**src/rtl/carrier_col_gen.sv**
```systemverilog
module carrier_col_gen #(
  parameter int unsigned SQE_DELAY = 25,
  parameter int unsigned SQE_WIDTH = 25
) (
  input  logic clk,
  input  logic rst,
  input  logic tx_act,
  input  logic rx_act,
  input  logic crs_rx_only,
  input  logic link_sel,
  input  logic sqe_en0,
  input  logic sqe_en1,
  output logic crs,
  output logic col
);
  localparam int unsigned CMAX = (SQE_DELAY > SQE_WIDTH) ? SQE_DELAY : SQE_WIDTH;
  localparam int CW = $clog2(CMAX + 1);

  typedef enum logic [1:0] {S_IDLE, S_WAIT, S_PULSE} sqe_st_t;

  sqe_st_t         st;
  logic [CW-1:0]   cnt;
  logic            tx_q, crs_q, coll_q;

  wire tx_fall = tx_q & ~tx_act;
  wire sqe_on  = link_sel ? sqe_en1 : sqe_en0;

  always_ff @(posedge clk) begin
    if (rst) begin
      st     <= S_IDLE;
      cnt    <= '0;
      tx_q   <= 1'b0;
      crs_q  <= 1'b0;
      coll_q <= 1'b0;
    end else begin
      tx_q   <= tx_act;
      crs_q  <= rx_act | (tx_act & ~crs_rx_only);
      coll_q <= tx_act & rx_act;
      if (tx_fall) begin
        if (sqe_on) begin
          st  <= S_WAIT;
          cnt <= CW'(SQE_DELAY - 1);
        end else begin
          st  <= S_IDLE;
        end
      end else begin
        case (st)
          S_WAIT: begin
            if (tx_act) begin
              st <= S_IDLE;
            end else if (cnt == '0) begin
              st  <= S_PULSE;
              cnt <= CW'(SQE_WIDTH - 1);
            end else begin
              cnt <= cnt - 1'b1;
            end
          end
          S_PULSE: begin
            if (cnt == '0) st <= S_IDLE;
            else           cnt <= cnt - 1'b1;
          end
          default: ;
        endcase
      end
    end
  end

  assign crs = crs_q;
  assign col = coll_q | (st == S_PULSE);
endmodule

```
**config.mk**
```make
export PLATFORM = sky130hd
export DESIGN_NAME = carrier_col_gen
export DESIGN_NICKNAME = d
export VERILOG_FILES = /design/src/rtl/carrier_col_gen.sv
export SDC_FILE = /design/constraint.sdc
export NUM_CORES = 1
export LEC_CHECK = 0
export BUFFER_PORTS_ARGS = -buffer_cell sky130_fd_sc_hd__buf_2
export CORE_MARGIN = 3
export CORE_UTILIZATION = 25
export CTS_CLUSTER_DIAMETER = 50
export DETAILED_ROUTE_END_ITERATION = 10
export PLACE_DENSITY = 0.42
export SKIP_CTS_REPAIR_TIMING = 1
export SYNTH_ARGS = -nofsm -noshare
export SYNTH_HDL_FRONTEND = slang
export SYNTH_SLANG_ARGS = --single-unit
```
**constraint.sdc**
```tcl
create_clock -name clk -period 5.15 [get_ports clk]
set_input_delay 1.545 -clock clk [delete_from_list [all_inputs] [get_ports clk]]
set_output_delay 1.545 -clock clk [all_outputs]
set_load 0.01 [all_outputs]
```
==> flow_metrics.py <==
metrics = {
    "outcome": {
        "outcome": "finished clean",
    },
    "sta": {
        "hold_ws_ns": 0.528,
        "worstMarginPinSlew_ns": 0.418,
        "final.setup.tns_ns": 0,
        "period_needed_ns": 2.84,
        "min_period_over_period": 0.552,
        "slew_violations": 0,
        "fmax_mhz": 352,
        "finalHoldViolCount": 0,
        "relSlewSlack": 0.721,
        "setup_violations": 0,
        "rsz0062_at_grt": "false",
        "fin_worst_skew_ns": 0.000838,
        "timing.final.ws_setup_ns": 2.31,
    },
    "cts": {
        "cts_buffers": 3,
        "clkTransAtPathRegs_ns": 0.07,
        "cts_tree": "done",
        "cts-root-buf": "clkbuf_4",
        "cts_buffer_depth": 2,
        "cts.sinks": 10,
        "insertion_delay_ns": 0.26,
        "h-tree-depth": 1,
    },
    "setup_path": {
        "required_ns": 3.61,
        "crit_path_max_fanout": 4,
        "path_delay_family": "simple AND/OR/NAND/NOR gates",
        "crit_path_start_kind": "flip-flop",
        "reg2reg_to": "cnt[0]",
        "cp.depth": 3,
        "arrival_ns": 1.30,
        "endpoint_kind": "primary output",
        "cpPeakStageDelay_ns": 0.38,
        "regToRegSetupSlack_ns": 3.31,
        "path_buf_inv": 1,
        "criticalPathCategory": "reg -> out",
        "worstRegToRegCells": 6,
        "cp_slowest_cell": "nor2b_1",
        "crit_chain": "nor2b_1, or2_2, buf_2",
        "reg2reg_from": "cnt[0]",
    },
    "placed_design": {
        "dp.cells": 98,
        "preCtsSetupSlack_ns": 2.44,
        "port_buffers": 9,
        "placed_cell_area_um2": 628,
        "place.gp.congestion": 0.742,
        "dp_hpwl_um": 831,
    },
    "grt": {
        "grt_max_degree": 13,
        "grt-ovfl-total": 0,
        "grt_usage": 0.0921,
        "grt_pass1_wl_mm": 1.81,
        "antenna_found_initial": 0,
        "grt_pass1_vias": 413,
    },
    "yosys": {
        "synthCells": 63,
        "synth_enable_flop_cells": 0,
        "syn_area_um2": 554,
        "synth.top_cells.by_area": "dfxtp_1, nor2_1, mux2_2, nor3_1, nor2b_1",
        "syn-num-nets": 72,
        "synth_ff_type": "dfxtp_1",
        "synth_async_sr_flop_share": 0,
        "synth_top_area_share": 0.361,
        "ys_types": 32,
        "synth_common_cells": "dfxtp_1, nor2_1, nor3_1",
        "ys_ff_latch": 10,
        "yosysSeqAreaShare": 0.361,
        "syn_avg_cell_area_um2": 8.80,
        "ys_warn_count": 0,
        "synth_area_leader_cell": "dfxtp_1",
    },
    "power_and_ir_drop": {
        "p_per_area_nw_per_um2": 334,
        "p_total_uw": 222,
        "peakVddDrop_uv": 127,
        "leakagePower_nw": 0.286,
    },
    "drt": {
        "routed_wl_mm": 1.14,
        "wl_per_cell_um": 11.2,
        "drcViolationCount": 0,
        "via_count": 477,
        "drtIter0Drc": 11,
        "firstDrtPassIters": 4,
        "ant_nets": 0,
        "viasPerCell": 4.68,
    },
    "hold_path": {
        "hp-class": "reg -> reg",
        "whs_endpoint": "st[1]",
        "hp-start": "st[0]",
        "whs_path_depth": 2,
    },
    "layout": {
        "drive_gt1_frac": 0.293,
        "fin_util": 0.329,
        "nNetsFinal": 85,
        "diodes": 0,
        "stdcell_area_um2": 664,
        "fin_cells": 102,
        "area_growth_pct": 19.9,
    },
    "floorplanning": {
        "start_util": 0.274,
        "io_pins": 10,
        "die_w_um": 53.1,
        "fp.dieH_um": 53.1,
        "die_area_um2": 2820,
        "fp.coreArea_um2": 2020,
        "placementRows": 16,
    },
    "job": {
        "cap_viol_max_count": 0,
    },
}
-- flip-flops by register name, indices dropped and copies added (netlist names) --
name and count:
cnt 5, st 2, coll_q 1, crs 1, tx_q 1
-- placed cells by master, fill, tap and decap left out, drive strengths merged, types with 2 or more instances in the layout --
cell and n:
nor2b 3, buf 9, nor2 10, inv 3, nor3 4, dfxtp 10
clkbuf 4, a21oi 4, or3 2, nand3 2, mux2 3, nor4b 2
-- cell families after synthesis --
logic type | after synthesis | share of synthesized area
adders and majority gates | 1 | 0.0226
and+or+nand+nor | 33 | 0.368
DFF | 10 | 0.361
muxes | 3 | 0.0609
AOI/OAI and AO/OA | 12 | 0.158
buffers and inverters | 4 | 0.0293
-- power by group --
group	switching [mW]	total [mW]	internal, mW
clock	0.0288	0.0717	0.0429
sequential	0.00558	0.0895	0.0839
combinational	0.0320	0.0604	0.0285
total	0.0663	0.222	0.155
-- worst min-delay path, cell delays in order, from the launching register on --
cell and delay, ns:
dfxtp_1 0.33, nor2_1 0.10, nor4_1 0.05
-- final cells by class --
cell class	count	area [um2]
tap	27	33.8
inverter	3	11.3
fill	219	1360
clock buffer	4	36.3
timing repair buffer	9	45.0
multi-input combinational	49	338
sequential	10	200
-- how the worst max path moves through the flow --
stage | endpoint | start | slack (ns)
floorplan | cnt[0] | link_sel | 2.66
global placement | cnt[1] | tx_act | 2.47
detailed placement | cnt[0] | tx_act | 2.44
CTS | col | st[1] | 2.27
global route | col | st[1] | 2.21
finish | col | st[1] | 2.31
-- per-layer routing --
| metal | vias to the layer above | share of wire | GRT usage |
|---|---|---|---|
| met5 | - | 0 | 0 |
| met4 | 0 | 0.013 | 0.0638 |
| met3 | 4 | 0.054 | 0.0254 |
| met2 | 11 | 0.43 | 0.134 |
| met1 | 212 | 0.50 | 0.115 |
| li1 | 250 | - | - |
Power figures use the tool's default switching activity.
